[src/rtl/ant_div_pkg.sv]
package ant_div_pkg;

  typedef enum logic [1:0] {
    MODE_IDLE  = 2'd0,
    MODE_RX    = 2'd1,
    MODE_TX    = 2'd2,
    MODE_SLEEP = 2'd3
  } radio_mode_e;

  // strobes from the control to the datapath
  typedef struct packed {
    logic useSearch;    // search antenna owns the switch this cycle
    logic stepSearch;   // toggle the search antenna
    logic captureLock;  // record the search antenna as the locked choice
  } div_strobe_t;

endpackage

[src/rtl/ant_div_ctrl.sv]
module ant_div_ctrl
  import ant_div_pkg::*;
(
  input  logic        clk,
  input  logic        rstN,
  input  logic        divEnable,
  input  logic [1:0]  radioMode,
  input  logic        searchTick,
  input  logic        syncFound,
  input  logic        frameDone,
  output div_strobe_t strobe
);

  logic lockQ;
  logic lockNext;
  logic rxActive;

  assign rxActive = divEnable && (radio_mode_e'(radioMode) == MODE_RX);

  always_comb begin
    if (!rxActive)  lockNext = 1'b0;
    else if (lockQ) lockNext = !frameDone;
    else            lockNext = syncFound;
  end

  always_ff @(posedge clk or negedge rstN) begin
    if (!rstN) lockQ <= 1'b0;
    else       lockQ <= lockNext;
  end

  always_comb begin
    strobe.useSearch   = rxActive;
    strobe.captureLock = rxActive && !lockQ && syncFound;
    strobe.stepSearch  = rxActive && !lockQ && !syncFound && searchTick;
  end

  AST_LOCK_DROPS: assert property (@(posedge clk) disable iff (!rstN)
    !rxActive |=> !lockQ);

  AST_LOCK_KEPT: assert property (@(posedge clk) disable iff (!rstN)
    (lockQ && rxActive && !frameDone) |=> lockQ);

  AST_NO_STEP_LOCKED: assert property (@(posedge clk) disable iff (!rstN)
    $past(strobe.captureLock) && rxActive && !frameDone |-> !strobe.stepSearch);

endmodule

[src/rtl/ant_div_datapath.sv]
module ant_div_datapath
  import ant_div_pkg::*;
#(
  parameter int CTRL_W    = 2,
  parameter int ANT1_CODE = 2
) (
  input  logic              clk,
  input  logic              rstN,
  input  div_strobe_t       strobe,
  input  logic              extSwitchEnable,
  input  logic [CTRL_W-1:0] manualSel,
  output logic              swDriveP,
  output logic              swDriveN,
  output logic              selAntenna,
  output logic              rxStartPulse
);

  localparam logic [CTRL_W-1:0] ANT1_SEL = CTRL_W'(ANT1_CODE);

  logic searchAntQ;
  logic statusAntQ;
  logic rxStartQ;
  logic manualAnt;
  logic activeAnt;

  assign manualAnt = (manualSel == ANT1_SEL);
  assign activeAnt = strobe.useSearch ? searchAntQ : manualAnt;

  always_ff @(posedge clk or negedge rstN) begin
    if (!rstN) begin
      searchAntQ <= 1'b0;
      statusAntQ <= 1'b0;
      rxStartQ   <= 1'b0;
    end else begin
      rxStartQ <= strobe.captureLock;
      if (strobe.stepSearch)  searchAntQ <= !searchAntQ;
      if (strobe.captureLock) statusAntQ <= searchAntQ;
    end
  end

  assign swDriveP     = extSwitchEnable & activeAnt;
  assign swDriveN     = extSwitchEnable & ~activeAnt;
  assign selAntenna   = statusAntQ;
  assign rxStartPulse = rxStartQ;

  AST_DRIVE_COMPLEMENT: assert property (@(posedge clk) disable iff (!rstN)
    extSwitchEnable |-> (swDriveP != swDriveN));

  AST_DRIVE_GROUNDED: assert property (@(posedge clk) disable iff (!rstN)
    !extSwitchEnable |-> (!swDriveP && !swDriveN));

  AST_SEARCH_STEP: assert property (@(posedge clk) disable iff (!rstN)
    strobe.stepSearch |=> (searchAntQ != $past(searchAntQ)));

  AST_RXSTART_ALIGN: assert property (@(posedge clk) disable iff (!rstN)
    strobe.captureLock |=> (rxStartQ && statusAntQ == $past(searchAntQ)));

  AST_STATUS_FROZEN: assert property (@(posedge clk) disable iff (!rstN)
    !strobe.captureLock |=> $stable(statusAntQ));

endmodule

[src/rtl/ant_div_switch.sv]
module ant_div_switch
  import ant_div_pkg::*;
#(
  parameter int CTRL_W    = 2,
  parameter int ANT1_CODE = 2
) (
  input  logic              clk,
  input  logic              rstN,
  input  logic              divEnable,
  input  logic              extSwitchEnable,
  input  logic [CTRL_W-1:0] manualSel,
  input  logic [1:0]        radioMode,
  input  logic              searchTick,
  input  logic              syncFound,
  input  logic              frameDone,
  output logic              swDriveP,
  output logic              swDriveN,
  output logic              selAntenna,
  output logic              rxStartPulse
);

  div_strobe_t strobe;

  ant_div_ctrl u_ctrl (
    .clk        (clk),
    .rstN       (rstN),
    .divEnable  (divEnable),
    .radioMode  (radioMode),
    .searchTick (searchTick),
    .syncFound  (syncFound),
    .frameDone  (frameDone),
    .strobe     (strobe)
  );

  ant_div_datapath #(
    .CTRL_W    (CTRL_W),
    .ANT1_CODE (ANT1_CODE)
  ) u_dp (
    .clk             (clk),
    .rstN            (rstN),
    .strobe          (strobe),
    .extSwitchEnable (extSwitchEnable),
    .manualSel       (manualSel),
    .swDriveP        (swDriveP),
    .swDriveN        (swDriveN),
    .selAntenna      (selAntenna),
    .rxStartPulse    (rxStartPulse)
  );

  AST_TX_MANUAL: assert property (@(posedge clk) disable iff (!rstN)
    (extSwitchEnable && radioMode == 2'd2) |-> (swDriveP == (manualSel == CTRL_W'(ANT1_CODE))));

endmodule

[config.mk]
export PLATFORM = sky130hd
export DESIGN_NAME = ant_div_switch
export DESIGN_NICKNAME = d
export VERILOG_FILES = /design/src/rtl/ant_div_pkg.sv /design/src/rtl/ant_div_ctrl.sv /design/src/rtl/ant_div_datapath.sv /design/src/rtl/ant_div_switch.sv
export SDC_FILE = /design/constraint.sdc
export NUM_CORES = 1
export LEC_CHECK = 0
export ABC_AREA = 1
export ABC_CLOCK_PERIOD_IN_PS = 2400
export BUFFER_PORTS_ARGS = -buffer_cell sky130_fd_sc_hd__buf_4
export CORE_AREA = 2 2 39 41
export DETAILED_ROUTE_END_ITERATION = 7
export DIE_AREA = 0 0 41 43
export PLACE_DENSITY = 0.39
export SETUP_SLACK_MARGIN = 0.3
export SYNTH_ARGS = -nofsm -noshare
export SYNTH_HDL_FRONTEND = slang
export SYNTH_SLANG_ARGS = --single-unit
[constraint.sdc]
create_clock -name clk -period 2.4 [get_ports clk]
set_clock_uncertainty 0.05 [all_clocks]
set_input_delay 0.48 -clock clk [delete_from_list [all_inputs] [get_ports clk]]
set_output_delay 0.48 -clock clk [all_outputs]
set_load 0.005 [all_outputs]
Word-level counts from Yosys, hierarchy flattened
Cells that the tools add are included.
W data, S select, Z words.

word-level totals
  flip-flop bits (word level) = 4
  output and inout port bits = 4
  bits of input ports = 11
  word-level logic and storage cells = 21

cells by class
  reductions and logical operators = 9
  bitwise gates (word level) = 3
  eq/ne operators = 2
  mux-type cells = 3

operators with widths
  operator              count
  $logic_and A1 B1 Y1   5
  $logic_not A1 Y1      4
  $mux W1               3
  $and A1 B1 Y1         2
  $eq A2 B1 Y1 const B  1
  $eq A2 B2 Y1 const B  1
  $not A1 Y1            1

Longest topological paths before layout
Gate-level depths: netlist of run 1.

  depth in word-level cells = 5
  gate-level depth with buffers = 5
  depth with buffers taken out = 5

Cells and area by module
Synthesis of run 1 repeated with hierarchy kept, for this count alone.

second synthesis, totals
  cell total of the unflattened synthesis = 33
  area total of the unflattened synthesis = 229.0 µm²

by module, submodules not included
  module            cells each  area an instance (µm²)  times used  seq. area each (µm²)
  ant_div_datapath  19          145.1                   1           75.1
  ant_div_ctrl      14          83.8                    1           25.0

Worst setup path after synthesis of run 1
No wires, ideal clock.

  path kind = input to output
  from = in divEnable
  to = out swDriveN
  data arrival time = 0.839 ns
  data required time = 1.870 ns
  buffers on the path = 0
  stages on the path = 4
  path slack = 1.031 ns
  cells stage by stage = nand2_2 -> nor2_4 -> nand2_2 -> a21oi_2

between the ends
  word-level cells in the longest chain between the ends = 4

RTL lines
  item                 RTL line                source
  start, declared      ant_div_switch.sv:9     input logic divEnable,
  $logic_and A1 B1 Y1  ant_div_ctrl.sv:18      assign rxActive = divEnable && (radio_mode_e'(radioMode) == MODE_RX);
  $mux W1              ant_div_datapath.sv:27  assign activeAnt = strobe.useSearch ? searchAntQ : manualAnt;
  $not A1 Y1           ant_div_datapath.sv:42  assign swDriveN = extSwitchEnable & ~activeAnt;
  $and A1 B1 Y1        ant_div_datapath.sv:42
  end, declared        ant_div_switch.sv:17    output logic swDriveN,

No other way between the ends.

Worst setup path in the final report of run 1
  from = in radioMode[1]
  to = out swDriveP

between the ends
  word-level cells in the longest chain between the ends = 4

RTL lines
  item                 RTL line                source
  start, declared      ant_div_switch.sv:12    input logic [1:0] radioMode,
  $eq A2 B1 Y1         ant_div_ctrl.sv:18
  $logic_and A1 B1 Y1  ant_div_ctrl.sv:18
  $mux W1              ant_div_datapath.sv:27
  $and A1 B1 Y1        ant_div_datapath.sv:41  assign swDriveP = extSwitchEnable & activeAnt;
  end, declared        ant_div_switch.sv:16    output logic swDriveP,

No other way between the ends.

==> results of run 1 <==
## metal layers
layer / vias up / routed length, um
li1: 132 / -
met1: 111 / 216
met5: - / 0
met4: 0 / 0
met3: 0 / 57
met2: 14 / 233
## cells by family (layout without fill, tap and decap cells)
| group | Yosys count | after routing | synth area share, % |
|---|---|---|---|
| compound gates | 2 | 2 | 5.819 |
| buf+inv | 7 | 25 | 11.11 |
| flops | 4 | 4 | 42.33 |
| simple gates | 18 | 18 | 40.74 |
## state kept, by name, summed over array words and instances (netlist names)
register / cells
u_ctrl.lockQ: 1
u_dp.rxStartPulse: 1
u_dp.searchAntQ: 1
u_dp.selAntenna: 1
## path summary, 6_finish.rpt
path	from	end	slack, ps	cells past startpoint
worst min-delay path	u_dp.selAntenna$_DFFE_PN0P_	u_dp.selAntenna$_DFFE_PN0P_	430	2
worst min register to register	u_dp.selAntenna$_DFFE_PN0P_	u_dp.selAntenna$_DFFE_PN0P_	430	2
min in group asynchronous	rstN	u_dp.rxStartPulse$_DFF_PN0_	530	2
worst max-delay path	radioMode[1]	swDriveP	770	7
worst max register to register	u_ctrl.lockQ$_DFF_PN0_	u_dp.selAntenna$_DFFE_PN0P_	1530	4
max in group asynchronous	rstN	u_dp.searchAntQ$_DFFE_PN0P_	1660	2
## stage by stage
stage          utilization (%)  instances  total power, mW
2_1_floorplan                -         31           0.1038
3_3_place_gp             26.13         61           0.1342
3_5_place_dp             26.13         61           0.1341
4_1_cts                  28.48         65           0.2206
5_1_grt                  28.48         65           0.2355
6_report                 28.48         65           0.2154
## area by class of cell
| cell class | count | share of cell area (%) |
|---|---|---|
| tap | 16 | 5.079 |
| clock buffer | 3 | 5.714 |
| sequential | 4 | 25.40 |
| inverter | 7 | 6.667 |
| timing repair buffer | 15 | 29.21 |
| multi-input combinational | 20 | 27.94 |
## cell usage after synthesis
cell type  instances
nor2_4             1
nand3_2            1
nand2_1            7
nor2_1             2
a21oi_2            1
inv_1              7
dfrtp_1            4
nand3_1            2
o21ai_1            1
nand2_2            2
nand4_1            2
or2_0              1
## tightest hold or removal path: cells and delay by family (launching register included)
kind | cells | cell delay, ps
DFF | 1 | 340
and+or+nand+nor | 2 | 110
## where the power goes
group	switching, mW	total, mW	internal [mW]
clock network	0.0260	0.0818	0.0558
registers	0.00614	0.0836	0.0774
logic	0.0219	0.0501	0.0281
==> results.md, run 1 <==
- Gr ovfl total: 0
- Synth Register Bits: 4
- Initial Util: between 10% and 20%
- Distinct cells, synth: 12
- Setup TNS: 0 ps
- Fillers: ~160
- Worst path arrival time: around 1100 ps
- GRT Overall Usage: under 10%
- Worst Setup Start Kind: input port
- Die area: between 0.0015 and 0.002 mm2
- Cts bufs inserted: 3
- Max FO, Critical Path: 2
- Post-Syn Area per Cell: between 7 and 8 um2
- Routing usage on met2: about 9.7%
- VDD IR max: approximately 0.12 mV
- DR pass1 iterations: 2
- PostCTS Resize Cnt: 0
- Lkg Pwr: around 0.22 nW
- Commonest non-fill, non-tap cell in the layout: buf_4
- Initial antenna violation count: 0
- Max cap viols: 0
- Final ANT Viol Nets: 0
- ANT cells: 0
- Vias in the first global route: 255
- Hold-fix buffers, CTS: 1
- RSZ-0062 raised after global routing: false
- 1st-iter DRT viols: 1
- Share of cells above drive strength 1: 44.90%
- HP Class: reg -> reg
- Placed inst area: 361.6 um2
- Critical-path top delay cell: buf_4
- Global-route wire length before repair: around 900 um
- GR Layer Usage met1: 9.677%
- Via count: ~260
- Syn Inst Count: 31
- Largest net degree at the start of global routing: 6
- Slew @ Worst Pin: approximately 150 ps
- Residual DRC: 0
- Area contributors post-synth: dfrtp_1 42%, inv_1 11%, nand2_1 11%
- Drt wl/cell: about 8 um
- Fmax: 613.3 MHz
- WP data required: 1870 ps
- CTS root buffer: clkbuf_4
- Family with the most delay on the worst path: simple AND/OR/NAND/NOR gates
- Buffers on Ports: 14
- Post-Syn Nets: 42
- # IOs: 15
- Slowest stage delay, CP: between 100 and 150 ps
- Die Wd: 41 um
- Register area: about 100 um2
- Multi-input gate area: 110.1 um2
- Yosys warns: 0
- Final wirelength: between 500 and 600 um
- Fin crit share: 67.94%
- Num rows: 14
- M3 GR Usage: under 10%
- Worst-path clk slew: 30 ps
- Clk sinks: 4
- Clock Latency Late Sink: approximately 230 ps
- Final Instance Area: about 400 um2
- Htree depth: 1
- Area share of the largest cell type after synthesis: a little over two fifths
- Area growth from synthesis to layout: 66.67%
- Routability cong.: 0.6625
- Setup Fix Bufs, Post-CTS: 0
- PwrDens: ~550 mW/mm2
- Setup ws final: between 700 and 800 ps
- HPWL after DPL: approximately 420 um
- Final setup viols: 0
- Critical path class: in -> out
- Core ar.: about 0.0014 mm2
- CTS tree: built
- Nets: 62
- Final hold vios: 0
- Cell Chain, Critical Path: buf_4, inv_1, nand3_1, nand2_1, nand2_1, nor2_1, buf_4
- Hold WS: between 400 and 500 ps
- Final Max Tran Viols: 0
- WP buf/inv: 3
- Most Crowded Layer GR: met2
- Endpoint type of the worst setup path: output pin
- Most frequent cells in the layout: 14 x buf_4, 7 x inv_1, 7 x nand2_1
- Sequential cell area fraction in the yosys report: between 40 and 50%
- Post-Syn Area: about 240 um2
- Yosys top cell by area: dfrtp_1
- Die Ht: roughly 43 um
- Rel. slew slack: about 90%
- DR vias/cell: ~4
- Pre-CTS WS: 763.8 ps
- Outcome: complete, no violations
- Final min period: around 1600 ps
- Clock Tree Buf Depth: 2
No activity file was read; power rests on OpenSTA's default activity.
==> inputs of run 2 (changes only) <==
--- a/config.mk
+++ b/config.mk
@@ -6,12 +6,12 @@
 export NUM_CORES = 1
 export LEC_CHECK = 0
 export ABC_AREA = 1
-export ABC_CLOCK_PERIOD_IN_PS = 2400
+export ABC_CLOCK_PERIOD_IN_PS = 1500
 export BUFFER_PORTS_ARGS = -buffer_cell sky130_fd_sc_hd__buf_4
 export CORE_AREA = 2 2 39 41
 export DETAILED_ROUTE_END_ITERATION = 7
 export DIE_AREA = 0 0 41 43
-export PLACE_DENSITY = 0.39
+export PLACE_DENSITY = 0.4
 export SETUP_SLACK_MARGIN = 0.3
 export SYNTH_ARGS = -nofsm -noshare
 export SYNTH_HDL_FRONTEND = slang
==> constraint.sdc (replaced) <==
create_clock -name clk -period 1.5 [get_ports clk]
set_clock_uncertainty 0.05 [all_clocks]
set_input_delay 0.3 -clock clk [delete_from_list [all_inputs] [get_ports clk]]
set_output_delay 0.3 -clock clk [all_outputs]
set_load 0.005 [all_outputs]
==> run 2 against run 1 <==
  * Clock power increased by 60%
  * Register-to-register slack got worse by 900 ps
  * Final area rose by 1.9%
  * Sequential share of layout area decreased by 0.47 points
  * Worst setup slack worse by 590 ps
  * Core utilization grew 0.54 points
  * Power increased by 65%
  * Combinational power increased by 84%
  * Die area unchanged
  * Via count fell by 3.9%
  * Critical path depth is 2 lower
  * Count of clock-buffer cells in the layout did not move
==> results.md, run 2 (same netlist as run 1, synthesis figures left out) <==
- Die Wd: 41 um (unchanged)
- VDD IR max: 0.2163 mV (+74%)
- Cell Chain, Critical Path: inv_2, nand2_2, nand2_1, nor2_1, buf_4
- Routability cong.: 0.6720 (+1.4%)
- Sequential Power Share: 37.4% (-1.4 points)
- Share of total power in the clock network: 36.7% (-1.3 points)
- Buffers on Ports: 14 (unchanged)
- RSZ-0062 raised after global routing: true
- Largest net degree at the start of global routing: 6 (unchanged)
- Slowest stage delay, CP: 360 ps (+240 ps)
- Nets: 63 (+1.6%)
- P_sw: 0.08983 mW (+66%)
- Final Instance Area: 401.6 um2 (+1.9%)
- Switching share of power: 25.25% (+0.14 points)
- Gr ovfl total: 0 (unchanged)
- Area growth from synthesis to layout: 69.84%
- Final Max Tran Viols: 0 (unchanged)
- Pre-CTS WS: 225.4 ps (-538.4 ps)
- Final ANT Viol Nets: 0 (unchanged)
- CTS tree: built
- Num rows: 14 (unchanged)
- 1st-iter DRT viols: 4 (+3)
- Setup ws final: 174.8 ps (-594.6 ps)
- Max FO, Critical Path: 2 (unchanged)
- Htree depth: 1 (unchanged)
- WP buf/inv: 2 (-1)
- Rel. slew slack: 89.14% (-0.59 points)
- Clock Latency Late Sink: 230 ps (about the same)
- Comb pwr share: 25.9% (+2.7 points)
- Drt wl/cell: 8.030 um (+3.0%)
- Worst path arrival time: 980 ps (-120 ps)
- Fillers: 162 (+3.8%)
- Final min period: around 1300 ps
- Die area: 0.001763 mm2 (unchanged)
- Worst reg2reg startpoint: u_ctrl.lockQ$_DFF_PN0_
- Slew @ Worst Pin: 162.8 ps (+8.879 ps)
- WP data required: 1150 ps (-720 ps)
- Core ar.: 0.001384 mm2 (unchanged)
- Fmax: around 750 MHz
- Residual DRC: 0 (unchanged)
- Initial antenna violation count: 0 (unchanged)
- Clk sinks: 4 (unchanged)
- CTS root buffer: clkbuf_4
- Family with the most delay on the worst path: flip-flops
- GRT Overall Usage: 8.225% (+0.28 points)
- Global-route wire length before repair: 972 um (+7.6%)
- Max cap viols: 0 (unchanged)
- Crit path launch: u_dp.searchAntQ$_DFFE_PN0P_
- Setup TNS: 0 ps (unchanged)
- Fin crit share: between 80 and 90%
- HP Class: in -> reg
- Hold WS: 292.0 ps (-136.3 ps)
- HPWL after DPL: 426.9 um (+2.0%)
- Final setup viols: 0 (unchanged)
- ANT cells: 0 (unchanged)
- Min-delay src: frameDone
- Share of cells above drive strength 1: 48.00% (+3.1 points)
- Lkg Pwr: 0.2231 nW (+1.8%)
- Critical path class: reg -> out
- # IOs: 15 (unchanged)
- Critical-path top delay cell: dfrtp_1
- Die Ht: 43 um (unchanged)
- DR pass1 iterations: 4 (+2)
- Clock Tree Buf Depth: 2 (unchanged)
- Final hold vios: 0 (unchanged)
- Worst-path clk slew: 40 ps (about the same)
- Int Pwr: 0.2660 mW (+65%)
- Via count: 247 (-3.9%)
- Endpoint type of the worst setup path: output pin
- Outcome: complete, no violations
- DR vias/cell: 3.742 (-5.3%)
- Vias in the first global route: 249 (-2.4%)
- PwrDens: 885.9 mW/mm2 (+62%)
- Final wirelength: 530 um (+4.5%)
- Commonest non-fill, non-tap cell in the layout: buf_4
- Cts bufs inserted: 3 (unchanged)
- Most frequent cells in the layout: 15 x buf_4, 7 x nand2_1, 6 x inv_1
- Placed inst area: 361.6 um2 (unchanged)
- Worst Setup Start Kind: flop
- Initial Util: 17.09% (unchanged)
[run 2: cell count changes in the layout (fill, tap and decap cells not counted), sizes merged]
cell  previous run  this run
buf             14        15
[run 2: area by class of cell]
cell class / count / area [um2] / share of cell area (%)
tap: 16 / 20.02 / 4.984
multi-input combinational: 20 / 110.1 / 27.41
inverter: 7 / 26.28 / 6.542
sequential: 4 / 100.1 / 24.92
timing repair buffer: 16 / 122.6 / 30.53
clock buffer: 3 / 22.52 / 5.607
[run 2: path summary, 6_finish.rpt]
| path | slack [ps] | cells past startpoint | end |
|---|---|---|---|
| max in group asynchronous | 950 | 2 | u_dp.searchAntQ$_DFFE_PN0P_ |
| worst max register to register | 630 | 4 | u_dp.selAntenna$_DFFE_PN0P_ |
| min in group asynchronous | 350 | 2 | u_dp.rxStartPulse$_DFF_PN0_ |
| worst min register to register | 420 | 2 | u_dp.selAntenna$_DFFE_PN0P_ |
| worst max-delay path | 170 | 5 | swDriveP |
| worst min-delay path | 290 | 3 | u_ctrl.lockQ$_DFF_PN0_ |
[run 2: worst reg2reg max path: cells and delay by family, from the launching register on]
| kind | cells | cell delay, ps |
|---|---|---|
| buffers and inverters | 1 | 140 |
| flip-flops | 1 | 350 |
| AND/OR/NAND/NOR | 3 | 220 |
[run 2: what timing repair did]
action | 4_1_cts | 5_1_grt
endpoints found under the setup margin | 2 | 2
endpoints found under the hold margin | 4 | 0
hold buffers | 1 | 0
resized for setup | 1 | 0
setup buffers | 1 | 0
[run 2: per-stage QoR]
step,cells,power (mW),utilization [%]
after floorplan,31,0.1661,-
after global placement,61,0.2143,26.13
after detailed placement,61,0.2143,26.13
after CTS,66,0.3648,29.02
after global routing,66,0.3838,29.02
final,66,0.3558,29.02
[run 2: routing by layer]
layer	share of wire, %	up-vias	GRT usage [%]
met2	40	14	10.31
met1	48	99	10.90
met4	0	0	8.000
met3	12	0	1.571
li1	-	134	-
met5	0	-	0
[run 2: power by group through the flow]
stage / Clock [mW] / Sequential, mW / Combinational, mW
floorplan: 0 / 0.134 / 0.0325
global placement: 0 / 0.135 / 0.0791
detailed placement: 0 / 0.135 / 0.0797
CTS: 0.138 / 0.133 / 0.0939
global route: 0.144 / 0.135 / 0.105
finish: 0.131 / 0.133 / 0.0921
